<file path="src/rtl/flowctl_rx_pkg.sv">
package flowctl_rx_pkg;

  typedef enum logic [1:0] {
    FC_OFF   = 2'b00,
    FC_PAIRA = 2'b01,
    FC_PAIRB = 2'b10,
    FC_SEQ   = 2'b11
  } fc_mode_e;

  typedef enum logic {
    HK_STOP = 1'b0,
    HK_GO   = 1'b1
  } held_kind_e;

  typedef struct packed {
    logic       hit_stop;
    logic       hit_go;
    logic       start_hold;
    held_kind_e start_kind;
    logic       pair_broken;
    logic       is_special;
  } verdict_t;

endpackage

</file>
<file path="src/rtl/flowctl_rx_classify.sv">
module flowctl_rx_classify
  import flowctl_rx_pkg::*;
#(
  parameter int W = 8
) (
  input  fc_mode_e   mode,
  input  logic [W-1:0] ch,
  input  logic [W-1:0] go_a,
  input  logic [W-1:0] go_b,
  input  logic [W-1:0] stop_a,
  input  logic [W-1:0] stop_b,
  input  logic       held_valid,
  input  held_kind_e held_kind,
  output verdict_t   verdict
);

  always_comb begin
    verdict            = '0;
    verdict.start_kind = HK_STOP;
    verdict.is_special = (ch == stop_b);
    case (mode)
      FC_PAIRA: begin
        verdict.hit_stop = (ch == stop_a);
        verdict.hit_go   = (ch != stop_a) && (ch == go_a);
      end
      FC_PAIRB: begin
        verdict.hit_stop = (ch == stop_b);
        verdict.hit_go   = (ch != stop_b) && (ch == go_b);
      end
      FC_SEQ: begin
        if (held_valid) begin
          verdict.hit_stop    = (held_kind == HK_STOP) && (ch == stop_b);
          verdict.hit_go      = (held_kind == HK_GO) && (ch == go_b);
          verdict.pair_broken = !(verdict.hit_stop || verdict.hit_go);
        end else if (ch == stop_a) begin
          verdict.start_hold = 1'b1;
          verdict.start_kind = HK_STOP;
        end else if (ch == go_a) begin
          verdict.start_hold = 1'b1;
          verdict.start_kind = HK_GO;
        end
      end
      default: ;
    endcase
  end

endmodule

</file>
<file path="src/rtl/flowctl_rx_hold.sv">
module flowctl_rx_hold
  import flowctl_rx_pkg::*;
#(
  parameter int W = 8
) (
  input  logic         clk,
  input  logic         rst,
  input  logic         load,
  input  held_kind_e   load_kind,
  input  logic [W-1:0] load_data,
  input  logic         drop,
  output logic         held_valid,
  output held_kind_e   held_kind,
  output logic [W-1:0] held_data
);

  always_ff @(posedge clk) begin
    if (rst) begin
      held_valid <= 1'b0;
      held_kind  <= HK_STOP;
      held_data  <= '0;
    end else if (load) begin
      held_valid <= 1'b1;
      held_kind  <= load_kind;
      held_data  <= load_data;
    end else if (drop) begin
      held_valid <= 1'b0;
    end
  end

endmodule

</file>
<file path="src/rtl/flowctl_rx_status.sv">
module flowctl_rx_status (
  input  logic clk,
  input  logic rst,
  input  logic stop_seen,
  input  logic go_seen,
  input  logic special_seen,
  input  logic ien,
  input  logic stat_rd,
  output logic tx_halt,
  output logic xoff_irq
);

  logic from_special;

  always_ff @(posedge clk) begin
    if (rst) begin
      tx_halt <= 1'b0;
    end else if (stop_seen) begin
      tx_halt <= 1'b1;
    end else if (go_seen) begin
      tx_halt <= 1'b0;
    end
  end

  always_ff @(posedge clk) begin
    if (rst) begin
      xoff_irq     <= 1'b0;
      from_special <= 1'b0;
    end else if (stop_seen) begin
      if (ien) begin
        xoff_irq     <= 1'b1;
        from_special <= 1'b0;
      end
    end else if (go_seen) begin
      xoff_irq     <= 1'b0;
      from_special <= 1'b0;
    end else if (special_seen && ien && !xoff_irq) begin
      xoff_irq     <= 1'b1;
      from_special <= 1'b1;
    end else if (stat_rd && from_special && !special_seen) begin
      xoff_irq     <= 1'b0;
      from_special <= 1'b0;
    end
  end

endmodule

</file>
<file path="src/rtl/flowctl_rx_detector.sv">
module flowctl_rx_detector
  import flowctl_rx_pkg::*;
#(
  parameter int W = 8
) (
  input  logic         clk,
  input  logic         rst,
  input  logic [1:0]   fc_mode,
  input  logic         resume_any,
  input  logic         special_en,
  input  logic         xoff_ien,
  input  logic         stat_rd,
  input  logic [W-1:0] go_a,
  input  logic [W-1:0] go_b,
  input  logic [W-1:0] stop_a,
  input  logic [W-1:0] stop_b,
  input  logic         in_valid,
  input  logic [W-1:0] in_data,
  output logic         in_ready,
  output logic         out_valid,
  output logic [W-1:0] out_data,
  input  logic         out_ready,
  output logic         tx_halt,
  output logic         xoff_irq
);

  fc_mode_e     mode;
  verdict_t     verdict;
  logic         held_valid;
  held_kind_e   held_kind;
  logic [W-1:0] held_data;
  logic         release_held;
  logic         any_mode;
  logic         any_consume;
  logic [W-1:0] first_go;
  logic         act_consume;
  logic         act_hold;
  logic         act_fwd;
  logic         accept;

  assign mode = fc_mode_e'(fc_mode);

  flowctl_rx_classify #(.W(W)) u_classify (
    .mode       (mode),
    .ch         (in_data),
    .go_a       (go_a),
    .go_b       (go_b),
    .stop_a     (stop_a),
    .stop_b     (stop_b),
    .held_valid (held_valid),
    .held_kind  (held_kind),
    .verdict    (verdict)
  );

  // A held first character leaves when the pair cannot complete.
  assign release_held = held_valid &&
                        ((mode != FC_SEQ) || (in_valid && verdict.pair_broken));

  assign any_mode    = tx_halt && resume_any;
  assign first_go    = (mode == FC_PAIRB) ? go_b : go_a;
  assign any_consume = (mode != FC_OFF) && (in_data == first_go);

  assign act_consume = any_mode ? any_consume : (verdict.hit_stop || verdict.hit_go);
  assign act_hold    = !any_mode && verdict.start_hold;
  assign act_fwd     = !act_consume && !act_hold;

  assign in_ready  = !release_held && (act_fwd ? out_ready : 1'b1);
  assign accept    = in_valid && in_ready;
  assign out_valid = release_held || (in_valid && act_fwd);
  assign out_data  = release_held ? held_data : in_data;

  flowctl_rx_hold #(.W(W)) u_hold (
    .clk        (clk),
    .rst        (rst),
    .load       (accept && act_hold),
    .load_kind  (verdict.start_kind),
    .load_data  (in_data),
    .drop       ((release_held && out_ready) || (accept && held_valid)),
    .held_valid (held_valid),
    .held_kind  (held_kind),
    .held_data  (held_data)
  );

  flowctl_rx_status u_status (
    .clk          (clk),
    .rst          (rst),
    .stop_seen    (accept && !any_mode && verdict.hit_stop),
    .go_seen      (accept && (any_mode || (!verdict.hit_stop && verdict.hit_go))),
    .special_seen (accept && act_fwd && special_en && verdict.is_special),
    .ien          (xoff_ien),
    .stat_rd      (stat_rd),
    .tx_halt      (tx_halt),
    .xoff_irq     (xoff_irq)
  );

endmodule

</file>
<file path="config.mk">
export PLATFORM = sky130hd
export DESIGN_NAME = flowctl_rx_detector
export DESIGN_NICKNAME = d
export VERILOG_FILES = /design/src/rtl/flowctl_rx_pkg.sv /design/src/rtl/flowctl_rx_classify.sv /design/src/rtl/flowctl_rx_hold.sv /design/src/rtl/flowctl_rx_status.sv /design/src/rtl/flowctl_rx_detector.sv
export SDC_FILE = /design/constraint.sdc
export NUM_CORES = 1
export LEC_CHECK = 0
export BUFFER_PORTS_ARGS = -buffer_cell sky130_fd_sc_hd__buf_2
export CAP_MARGIN = 10
export CELL_PAD_IN_SITES_DETAIL_PLACEMENT = 1
export CELL_PAD_IN_SITES_GLOBAL_PLACEMENT = 1
export CORE_AREA = 2 2 71 73
export DETAILED_ROUTE_END_ITERATION = 10
export DIE_AREA = 0 0 73 75
export PLACE_DENSITY = 0.77
export REMOVE_ABC_BUFFERS = 1
export SETUP_SLACK_MARGIN = 0.2
export SYNTH_ARGS = -nofsm -noshare
export SYNTH_HDL_FRONTEND = slang
export SYNTH_SLANG_ARGS = --single-unit
</file>
<file path="constraint.sdc">
create_clock -name clk -period 4.5 [get_ports clk]
set_input_delay 1.35 -clock clk [delete_from_list [all_inputs] [get_ports clk]]
set_output_delay 1.35 -clock clk [all_outputs]
set_load 0.02 [all_outputs]
</file>
* Word-level counts from Yosys, hierarchy flattened *
Index checks and enable logic that the tools add are counted.

word-level totals
  flip-flop bits (word level) = 13
  input bits = 50
  output and inout bits = 12
  word-level logic and storage cells = 87

operators by class
  equality and inequality tests = 12
  mux-type cells = 22
  bitwise operators = 1
  reductions and logical operators = 46

operators with widths
  operator              number
  $eq A8 B8 Y1          5
  $logic_and A1 B1 Y1   27
  $mux W8               2
  $ne A8 B8 Y1          2
  $mux W1               14
  $logic_not A1 Y1      8
  $mux W2               4
  $logic_or A1 B1 Y1    6
  $pmux W2 S3           1
  $reduce_bool A2 Y1    3
  $eq A2 B2 Y1 const B  2
  $ne A2 B2 Y1 const B  2
  $reduce_bool A4 Y1    1
  $mux W3               1
  $eq A2 B1 Y1 const B  1
  $reduce_and A2 Y1     1
  $not A1 Y1            1

* Logic depth before layout (Yosys ltp) *
Gate-level depths: netlist of the first run.

  word-level depth = 21
  gate-level depth with buffers = 10
  depth with buffers taken out = 8

* By module *
From an unflattened synthesis of the first run, not the netlist that was laid out.

second synthesis, totals
  cells, all modules = 180
  area, all modules = 1,472.7 sq um

modules (own cells, without submodules)
  module               times used  cells each  area an instance (sq um)  sequential area each (sq um)
  flowctl_rx_classify  1           61          483.0                     0.0
  flowctl_rx_detector  1           68          473.0                     0.0
  flowctl_rx_hold      1           33          355.3                     200.2
  flowctl_rx_status    1           18          161.4                     60.1

* Worst setup path after synthesis of the first run *
No wires, ideal clock.

  path kind = in2out
  start = in fc_mode[1]
  end = out in_ready
  data arrival time = 3.214 ns
  data required time = 3.150 ns
  path slack = -0.064 ns
  stages on the path = 9
  buffers on the path = 2
  path through = buf_2 > nand2b_4 > buf_6 > mux2i_1 > mux2i_1 > o311ai_1 > o311ai_4 > nor2_1 > a21boi_0

between the ends
  longest elaborated chain between the ends = 9
  elaborated cells between the ends (all ways) = 22
  classes of those cells = 5 x eq/ne; 5 x mux; 12 x reduce/logical

RTL lines
  what                   line                                                  text
  from (decl)            flowctl_rx_detector.sv:8                              input logic [1:0] fc_mode,
  $eq A2 B2 Y1           flowctl_rx_classify.sv:21, flowctl_rx_detector.sv:60
  $mux W8                flowctl_rx_detector.sv:60                             assign first_go = (mode == FC_PAIRB) ? go_b : go_a;
  $eq A8 B8 Y1           flowctl_rx_detector.sv:61                             assign any_consume = (mode != FC_OFF) && (in_data == first_go);
  $logic_and A1 B1 Y1    flowctl_rx_detector.sv:61
  $mux W1                flowctl_rx_detector.sv:63                             assign act_consume = any_mode ? any_consume : (verdict.hit_stop || verdict.hit_go);
  $logic_not A1 Y1       flowctl_rx_detector.sv:65                             assign act_fwd = !act_consume && !act_hold;
  $logic_and A1 B1 Y1    flowctl_rx_detector.sv:65
  $mux W1                flowctl_rx_detector.sv:67                             assign in_ready = !release_held && (act_fwd ? out_ready : 1'b1);
  $logic_and A1 B1 Y1 *  flowctl_rx_detector.sv:67
  to (decl)              flowctl_rx_detector.sv:19                             output logic in_ready,

Mark *: on every way between the ends. The rest lies on a longest branch, timed or not.

* Worst setup path in the final report of the first run *
  start = in stop_b[0]
  end = out out_data[1]

between the ends
  longest elaborated chain between the ends = 10

RTL lines
  what                 line                       text
  from (decl)          flowctl_rx_detector.sv:16  input logic [W-1:0] stop_b,
  $eq A8 B8 Y1         flowctl_rx_classify.sv:32  verdict.hit_stop = (held_kind == HK_STOP) && (ch == stop_b);
  $logic_and A1 B1 Y1  flowctl_rx_classify.sv:32
  $logic_or A1 B1 Y1   flowctl_rx_classify.sv:34  verdict.pair_broken = !(verdict.hit_stop || verdict.hit_go);
  $logic_not A1 Y1     flowctl_rx_classify.sv:34
  $mux W1              flowctl_rx_classify.sv:31  if (held_valid) begin
  $mux W3              flowctl_rx_classify.sv:21  case (mode)
  $logic_and A1 B1 Y1  flowctl_rx_detector.sv:57  ((mode != FC_SEQ) || (in_valid && verdict.pair_broken));
  $logic_or A1 B1 Y1   flowctl_rx_detector.sv:57
  $logic_and A1 B1 Y1  flowctl_rx_detector.sv:56  assign release_held = held_valid &&
  $mux W8              flowctl_rx_detector.sv:70  assign out_data = release_held ? held_data : in_data;
  to (decl)            flowctl_rx_detector.sv:21  output logic [W-1:0] out_data,

No other way between the ends.

==> results of run 1 <==
## state kept, by name (all words and copies together) (netlist names)
register,count
u_status.tx_halt,1
u_hold.held_kind,1
u_status.xoff_irq,1
u_hold.held_valid,1
u_status.from_special,1
u_hold.held_data,8
## worst min path at each step
stage	from	to	slack, ns	depth (start not counted)
after floorplan	u_hold.held_data[3]	u_hold.held_data[3]	0.45	2
after global placement	u_hold.held_data[0]	u_hold.held_data[0]	0.47	2
after detailed placement	u_hold.held_data[3]	u_hold.held_data[3]	0.48	2
after CTS	u_hold.held_data[2]	u_hold.held_data[2]	0.51	2
after global routing	u_status.tx_halt	u_status.tx_halt	0.55	2
final	u_hold.held_data[6]	u_hold.held_data[6]	0.51	2
## power groups by stage
stage / registers (mW) / logic, mW / clock network (mW)
2_1_floorplan: 0.118 / 0.0623 / 0
3_3_place_gp: 0.118 / 0.127 / 0
3_5_place_dp: 0.118 / 0.129 / 0
4_1_cts: 0.115 / 0.168 / 0.108
5_1_grt: 0.115 / 0.193 / 0.116
6_report: 0.115 / 0.183 / 0.109
## metal layers
metal / track usage, % / part of all wire, % / vias up
met1: 30.3 / 39 / 889
met3: 7.10 / 5.8 / 25
met4: 11.5 / 3.8 / 0
met2: 48.5 / 52 / 88
li1: - / - / 859
met5: 0 / 0 / -
## critical path, delay by kind of cell
kind,cells,cell delay (ns)
buffers and inverters,3,0.41
XOR/XNOR,1,0.18
multiplexers,2,0.39
AND/OR/NAND/NOR,2,0.55
AO/OA/AOI/OAI,1,0.27
## cells by family (layout without fill, tap and decap cells)
group / after synthesis / count (layout) / share of synthesized area (%)
AND/OR/NAND/NOR: 64 / 64 / 22.8
AO/OA/AOI/OAI: 38 / 38 / 19.2
XOR/XNOR: 35 / 35 / 18.7
multiplexers: 22 / 22 / 14.0
buffers and inverters: 22 / 105 / 9.39
flip-flops: 13 / 13 / 15.9
## through the flow
| step | std cells | TNS, ns | util, % |
|---|---|---|---|
| 2_1_floorplan | 179 | -0.267 | - |
| 3_3_place_gp | 321 | -0.0179 | 44.8 |
| 3_5_place_dp | 321 | -0.903 | 44.8 |
| 4_1_cts | 330 | 0 | 54.4 |
| 5_1_grt | 331 | -0.570 | 56.3 |
| 6_report | 331 | -0.0997 | 56.3 |
## synthesized netlist by cell type, types with 3 or more instances
| cell | number |
|---|---|
| a31oi_1 | 3 |
| mux2i_1 | 14 |
| xor2_1 | 24 |
| xnor2_1 | 11 |
| buf_2 | 3 |
| dfxtp_1 | 13 |
| a21oi_1 | 8 |
| nand4_1 | 4 |
| inv_1 | 7 |
| o211ai_1 | 4 |
| nand3_1 | 8 |
| buf_6 | 9 |
| o21ai_0 | 6 |
| nor4_4 | 3 |
| nor2_1 | 15 |
| mux2_2 | 8 |
| nand2_1 | 16 |
| nor4_1 | 3 |
## timing repair
item | 4_1_cts | 5_1_grt
gates cloned | 1 | 0
setup buffers | 4 | 1
endpoints found under the setup margin | 10 | 10
gates resized for setup | 79 | 13
pin swaps | 19 | 6
## area by class of cell
class | count | area share (%)
clock buffer | 4 | 1.72
timing repair buffer | 94 | 27.2
multi-input combinational | 159 | 57.6
tap | 54 | 2.57
inverter | 7 | 1.00
sequential | 13 | 9.91
==> flow_metrics.env, run 1 <==
export IMPL_status="finished with violations"
export IMPL_failed_checks="setup timing"
export IMPL_overflow=0
export IMPL_yosysWarnings=0
export IMPL_clock_latency_ns=0.25
export IMPL_dieArea_um2=5480
export IMPL_grt_max_degree=14
export IMPL_synth_top_area_share_pct=15.9
export IMPL_io_pins=62
export IMPL_p_total_mw=0.407
export IMPL_p_clk_share_pct=26.7
export IMPL_min_period_over_period_pct=100
export IMPL_final_seq_area_um2=260
export IMPL_max_slew_margin_pct=71.5
export IMPL_cts_root_buf="clkbuf_8"
export IMPL_clock_sinks=13
export IMPL_drtPass1Iterations=4
export IMPL_die_width_um=73
export IMPL_num_fill_cells=530
export IMPL_rows=25
export IMPL_wl_mm=7.23
export IMPL_final_cell_mix="buf_2, buf_4, buf_6"
export IMPL_critPathLaunchType="input port"
export IMPL_fmax_mhz=221
export IMPL_rsz0062_at_grt="yes"
export IMPL_cts_tree="done"
export IMPL_ys_seq_elements=13
export IMPL_hp_class="reg -> reg"
export IMPL_hpwlAfterDp_mm=4.45
export IMPL_p_leak_nw=1.21
export IMPL_synth_async_reset_ratio_pct=0
export IMPL_r2r_start="u_hold.held_valid"
export IMPL_synthCells=194
export IMPL_ir_drop_mv=0.134
export IMPL_syn_avg_cell_area_um2=8.45
export IMPL_syn_area_um2=1640
export IMPL_multi_input_area_um2=1510
export IMPL_swShare_pct=34.4
export IMPL_setup_viol=9
export IMPL_synth_cell_types=47
export IMPL_place_area_um2=2090
export IMPL_clock_skew_ns=0.00264
export IMPL_power_density_nw_per_um2=155
export IMPL_ys_seq_area_share_pct=15.9
export IMPL_design_area_um2=2630
export IMPL_wl_per_cell_um=21.8
export IMPL_endpoint_kind="output pin"
export IMPL_viasPerCell=5.62
export IMPL_cts_buffers=3
export IMPL_clk_pin_slew_ns=0.06
export IMPL_seq_power_share_pct=28.3
export IMPL_die_height_um=75
export IMPL_numPortBuffers=61
export IMPL_reg2regPathDepth=8
export IMPL_max_cap_viol_count=0
export IMPL_switching_power_mw=0.140
export IMPL_routabilityCongestion=0.857
export IMPL_synth_largest_area_cell="dfxtp_1"
export IMPL_max_stage_delay_ns=0.33
export IMPL_grt_use_total_pct=27.1
export IMPL_synth_top_flop_cell="dfxtp_1"
export IMPL_cts_buffer_depth=2
export IMPL_hold_viol_final=0
export IMPL_synthTopCellsByArea="dfxtp_1, xor2_1, mux2i_1"
export IMPL_grt_pass1_wl_mm=11.1
export IMPL_vias=1861
export IMPL_layout_commonest_cell="buf_2"
export IMPL_synth_edff_count=0
export IMPL_drive_gt1_share_pct=50.2
export IMPL_core_area_um2=4660
export IMPL_grt_pass1_vias=2135
export IMPL_ctsHoldBuffers=0
export IMPL_p_int_mw=0.267
export IMPL_pre_cts_ws_ns=-0.123
export IMPL_h_tree_depth=1
export IMPL_worstSetupStartpoint="stop_b[0]"
export IMPL_synthToLayoutAreaGrowth_pct=60.2
export IMPL_pwr_share_comb_pct=44.9
export IMPL_min_period_ns=4.51
export IMPL_critPathRequiredTime_ns=3.15
export IMPL_r2r_end="u_status.xoff_irq"
export IMPL_final_nets=328
export IMPL_start_util_pct=35.2
export IMPL_antenna_found_initial=0
export IMPL_arrival_ns=3.16
export IMPL_cpMostUsedCell="buf_6"
export IMPL_setup_worst_path_class="in -> out"
export IMPL_first_iter_violations=70
export IMPL_finalMaxSlewViolations=0
export IMPL_reg2reg_slack_ns=2.16
export IMPL_worstPathCellList="buf_8, xor2_4, nor4_4, and2_4, mux2i_4, a31oi_4, buf_6, mux2_4, buf_6"
export IMPL_drc=0
export IMPL_crit_end="out_data[1]"
export IMPL_holdWs_ns=0.510
export IMPL_crit_slowest_cell="nor4_4"
export IMPL_antenna_cells=0
export IMPL_worstPathMaxFanout=5
export IMPL_worst_pin_slew_ns=0.425
export IMPL_layout_setup_ws_ns=-0.0150
export IMPL_antenna_left=0
No activity file was read; power rests on OpenSTA's default activity.
==> run 2, diff against run 1 <==
BUFFER_PORTS_ARGS = -buffer_cell sky130_fd_sc_hd__buf_4   (was -buffer_cell sky130_fd_sc_hd__buf_2)
==> run 2 against run 1 <==
  * The run still ends with setup timing left
  * Via count increased by 7.3%
  * First-iteration DRC count increased by 67%
  * Count of clock-buffer cells in the layout unchanged
  * Power increased by 2.9%
  * Design area increased by 5.5%
  * Routed wire length increased by 18%
  * Critical path depth increased by 1
  * Register-to-register slack got worse by 0.97 ns
  * Core utilization increased by 3.1 points
  * Sequential power about the same
  * Largest power group unchanged
==> flow_metrics.env, run 2 (synthesized netlist as in run 1, its figures left out) <==
export IMPL_max_slew_margin_pct=65.6
export IMPL_pre_cts_ws_ns=-0.0399
export IMPL_min_period_over_period_pct=102
export IMPL_wl_mm=8.53
export IMPL_critPathRequiredTime_ns=3.15
export IMPL_p_int_mw=0.271
export IMPL_setup_viol=10
export IMPL_swShare_pct=35.2
export IMPL_arrival_ns=3.25
export IMPL_h_tree_depth=1
export IMPL_grt_pass1_vias=2213
export IMPL_numPortBuffers=61
export IMPL_rows=25
export IMPL_layout_setup_ws_ns=-0.100
export IMPL_power_density_nw_per_um2=151
export IMPL_worstPathMaxFanout=5
export IMPL_pwr_share_comb_pct=45.9
export IMPL_dieArea_um2=5480
export IMPL_clock_sinks=13
export IMPL_final_cell_mix="buf_4, buf_6, xor2_1"
export IMPL_grt_max_degree=14
export IMPL_finalMaxSlewViolations=0
export IMPL_critPathLaunchType="input port"
export IMPL_die_height_um=75
export IMPL_max_stage_delay_ns=0.32
export IMPL_routabilityCongestion=0.856
export IMPL_hold_viol_final=0
export IMPL_switching_power_mw=0.148
export IMPL_grt_use_total_pct=28.3
export IMPL_grt_pass1_wl_mm=11.6
export IMPL_vias=1996
export IMPL_clock_latency_ns=0.25
export IMPL_clock_skew_ns=0.00401
export IMPL_antenna_found_initial=0
export IMPL_max_cap_viol_count=0
export IMPL_antenna_left=0
export IMPL_synthToLayoutAreaGrowth_pct=69.0
export IMPL_cts_buffer_depth=2
export IMPL_drive_gt1_share_pct=51.2
export IMPL_ctsHoldBuffers=0
export IMPL_start_util_pct=35.2
export IMPL_crit_slowest_cell="nor4_4"
export IMPL_cts_root_buf="clkbuf_8"
export IMPL_regMostFlops="u_hold.held_data"
export IMPL_seq_power_share_pct=27.5
export IMPL_status="finished with violations"
export IMPL_hp_class="reg -> reg"
export IMPL_final_nets=338
export IMPL_ir_drop_mv=0.157
export IMPL_cts_buffers=3
export IMPL_fmax_mhz=217
export IMPL_min_period_ns=4.60
export IMPL_largest_reg_flops=8
export IMPL_io_pins=62
export IMPL_drtPass1Iterations=4
export IMPL_cpMostUsedCell="buf_6"
export IMPL_hpwlAfterDp_mm=4.55
export IMPL_die_width_um=73
export IMPL_fin_tns_setup_ns=-0.762
export IMPL_overflow=0
export IMPL_p_clk_share_pct=26.6
export IMPL_layout_commonest_cell="buf_4"
export IMPL_rsz0062_at_grt="yes"
export IMPL_worstPathCellList="buf_8, xor2_4, nor4_4, and2_4, mux2i_4, buf_6, a31oi_4, buf_6, mux2_4, buf_6"
export IMPL_worst_pin_slew_ns=0.513
export IMPL_p_leak_nw=1.27
export IMPL_failed_checks="setup timing"
export IMPL_clk_pin_slew_ns=0.06
export IMPL_endpoint_kind="output pin"
export IMPL_wl_per_cell_um=25.0
export IMPL_setup_worst_path_class="in -> out"
export IMPL_antenna_cells=0
export IMPL_core_area_um2=4660
export IMPL_viasPerCell=5.85
export IMPL_cts_tree="done"
export IMPL_utilization_pct=59.4
export IMPL_first_iter_violations=117
export IMPL_drc=0
-- run 2: cell type report --
| type | instances | area [um^2] |
|---|---|---|
| clock buffers | 4 | 45.0 |
| fillers | 515 | 1890 |
| inverters | 7 | 26.3 |
| multi-input cells | 159 | 1470 |
| flip-flops and latches | 13 | 260 |
| well taps | 54 | 67.6 |
| repair buffers | 104 | 901 |
-- run 2: worst paths after layout --
path,cells past startpoint,slack [ns],from,endpoint
setup / recovery,10,-0.10,stop_b[7],out_data[7]
hold / removal,2,0.53,u_status.tx_halt,u_status.tx_halt
setup reg to reg,22,1.19,u_hold.held_kind,u_hold.held_valid
hold reg to reg,2,0.53,u_status.tx_halt,u_status.tx_halt
-- run 2: timing repair --
action / in CTS / in global routing
pin swaps: 15 / 11
gates cloned: 1 / 0
resized for setup: 51 / 25
setup endpoints to repair: 10 / 11
setup buffers: 19 / 2
-- run 2: stage by stage --
| stage | power [mW] | instance area, um^2 | hold slack (ns) | std cells |
|---|---|---|---|---|
| after global placement | 0.256 | 2190 | 0.472 | 315 |
| final | 0.419 | 2770 | 0.532 | 341 |
| after global routing | 0.430 | 2770 | 0.554 | 341 |
| after detailed placement | 0.260 | 2190 | 0.488 | 315 |
| after floorplan | 0.180 | 1510 | 0.450 | 179 |
| after CTS | 0.392 | 2630 | 0.506 | 339 |
-- run 2: critical path, delay by kind of cell --
family,cells,cell delay [ns]
compound gates,1,0.22
xor+xnor,1,0.19
buf+inv,4,0.56
mux,2,0.40
simple gates,2,0.53
-- run 2: power by group through the flow --
stage          clock, mW  sequential (mW)  combinational [mW]
3_3_place_gp           0            0.118               0.139
6_report           0.111            0.115               0.192
2_1_floorplan          0            0.118              0.0623
3_5_place_dp           0            0.118               0.142
4_1_cts            0.108            0.115               0.168
5_1_grt            0.113            0.115               0.201
-- run 2: routing by layer --
layer	up-vias	track usage, %	part of all wire (%)	wire [um]
met1	976	30.0	35	3010
li1	877	-	-	-
met3	37	6.16	6.3	541
met4	0	9.67	4.9	421
met2	106	54.9	53	4560
met5	-	0	0	0
==> run 3, diff against run 2 <==
CORE_AREA = 2 2 77 79   (was 2 2 71 73)
DIE_AREA = 0 0 79 81   (was 0 0 73 75)
PLACE_DENSITY = 0.67   (was 0.77)
SKIP_CTS_REPAIR_TIMING = 1   (was unset)
==> run 3 against run 2 <==
  * The flow now finishes without violations
  * Non-clock buffer count down 13
  * Power down 4.8%
  * Global-route usage down 11 points
  * Combinational power down 9%
  * Critical endpoint is now out_data[2]
  * Highest routed layer unchanged
==> flow_metrics.env, run 3 (synthesized netlist as in run 1, its figures left out) <==
export IMPL_dpl_cell_count=339
export IMPL_max_slew_margin_pct=67.3
export IMPL_worstPathMaxFanout=5
export IMPL_fmax_mhz=223
export IMPL_max_cap_viol_count=0
export IMPL_first_iter_violations=71
export IMPL_ir_drop_mv=0.139
export IMPL_io_pins=62
export IMPL_worst_pin_slew_ns=0.487
export IMPL_p_clk_share_pct=27.1
export IMPL_clk_pin_slew_ns=0.06
export IMPL_wl_met3_um=338
export IMPL_grt_use_total_pct=17.6
export IMPL_endpoint_kind="output pin"
export IMPL_num_fill_cells=662
export IMPL_drc=0
export IMPL_fin_tns_setup_ns=0
export IMPL_start_util_pct=28.9
export IMPL_arrival_ns=3.13
export IMPL_synthToLayoutAreaGrowth_pct=63.1
export IMPL_vias=1768
export IMPL_antenna_found_initial=0
export IMPL_h_tree_depth=1
export IMPL_finalMaxSlewViolations=0
export IMPL_final_nets=325
export IMPL_grt_max_degree=14
export IMPL_rows=28
export IMPL_finalNonFillerCells=349
export IMPL_dieArea_um2=6400
export IMPL_final_cell_mix="buf_4, xor2_1, buf_6"
export IMPL_numPortBuffers=61
export IMPL_cts_buffer_depth=2
export IMPL_overflow=0
export IMPL_layout_commonest_cell="buf_4"
export IMPL_clock_latency_ns=0.25
export IMPL_antenna_left=0
export IMPL_seq_power_share_pct=28.9
export IMPL_drtPass1Iterations=4
export IMPL_largest_reg_flops=8
export IMPL_routabilityCongestion=0.853
export IMPL_pwr_share_comb_pct=43.9
export IMPL_wl_per_cell_um=17.1
export IMPL_critPathLaunchType="input port"
export IMPL_rsz0062_at_grt="yes"
export IMPL_whs_path_depth=2
export IMPL_p_int_mw=0.267
export IMPL_met1_length_mm=2.43
export IMPL_reg2reg_slack_ns=2.17
export IMPL_cts_buffers=3
export IMPL_power_density_nw_per_um2=149
export IMPL_drive_gt1_share_pct=48.9
export IMPL_clock_sinks=13
export IMPL_core_area_um2=5680
export IMPL_viasPerCell=5.07
export IMPL_hp_class="reg -> reg"
export IMPL_regMostFlops="u_hold.held_data"
export IMPL_critPathRequiredTime_ns=3.15
export IMPL_hold_viol_final=0
export IMPL_antenna_cells=0
export IMPL_die_height_um=81
export IMPL_top_layer="met4"
export IMPL_setup_worst_path_class="in -> out"
export IMPL_setup_viol=0
export IMPL_reg2regPathDepth=9
export IMPL_hpwlAfterDp_mm=4.73
export IMPL_min_period_ns=4.48
export IMPL_clock_skew_ns=0.00422
export IMPL_wl_mm=5.98
export IMPL_cts_tree="done"
export IMPL_dr_wl_met2_mm=3.11
export IMPL_grt_pass1_wl_mm=8.78
export IMPL_p_total_mw=0.399
export IMPL_die_width_um=79
export IMPL_p_leak_nw=1.19
export IMPL_cts_root_buf="clkbuf_8"
export IMPL_grt_pass1_vias=1814
export IMPL_switching_power_mw=0.132
export IMPL_swShare_pct=33.0
export IMPL_status="finished clean"
export IMPL_min_period_over_period_pct=99.5
## run 3: changes by cell type in the layout (fill, tap and decap cells not counted), sizes merged
cell    before  now
buf        104   91
clkinv       0    1
clkbuf       4    3
## run 3: area by class of cell
class / count / area (um^2) / area share (%)
Tap cell: 75 / 93.8 / 3.51
Multi-Input combinational cell: 159 / 1470 / 54.9
Inverter: 7 / 26.3 / 0.983
Sequential cell: 13 / 260 / 9.73
Clock inverter: 1 / 5.00 / 0.187
Timing Repair Buffer: 91 / 778 / 29.1
Clock buffer: 3 / 41.3 / 1.54
## run 3: final timing paths
| path | start | to |
|---|---|---|
| setup reg to reg | u_hold.held_valid | u_status.xoff_irq |
| hold / removal | u_hold.held_data[2] | u_hold.held_data[2] |
| setup / recovery | in_data[4] | out_data[2] |
| hold reg to reg | u_hold.held_data[2] | u_hold.held_data[2] |
## run 3: critical path: stages
cell	delay, ns
buf_4	0.14
xor2_2	0.15
nor4_4	0.30
and2_4	0.21
mux2i_4	0.08
a31oi_4	0.21
buf_6	0.12
buf_8	0.12
mux2_4	0.31
buf_6	0.13
## run 3: routing by layer
layer / up-vias / track usage [%]
met3: 8 / 4.44
met4: 0 / 2.24
met5: - / 0
met2: 61 / 33.1
li1: 851 / -
met1: 848 / 20.8
## run 3: per-stage QoR
step	setup WS [ns]	cell area, um^2	utilization, %	hold slack, ns
after detailed placement	-0.0596	2240	39.5	0.490
after CTS	-0.0680	2290	40.3	0.505
final	0.0246	2670	47.1	0.516
after floorplan	-0.150	1510	-	0.450
after global placement	0.0115	2240	39.5	0.475
after global routing	-0.0471	2670	47.1	0.537
## run 3: power groups by stage
stage / Clock [mW] / Sequential, mW / Combinational (mW)
after floorplan: 0 / 0.118 / 0.0623
after global placement: 0 / 0.118 / 0.143
after global routing: 0.118 / 0.115 / 0.187
after CTS: 0.111 / 0.115 / 0.146
final: 0.108 / 0.115 / 0.175
after detailed placement: 0 / 0.118 / 0.146
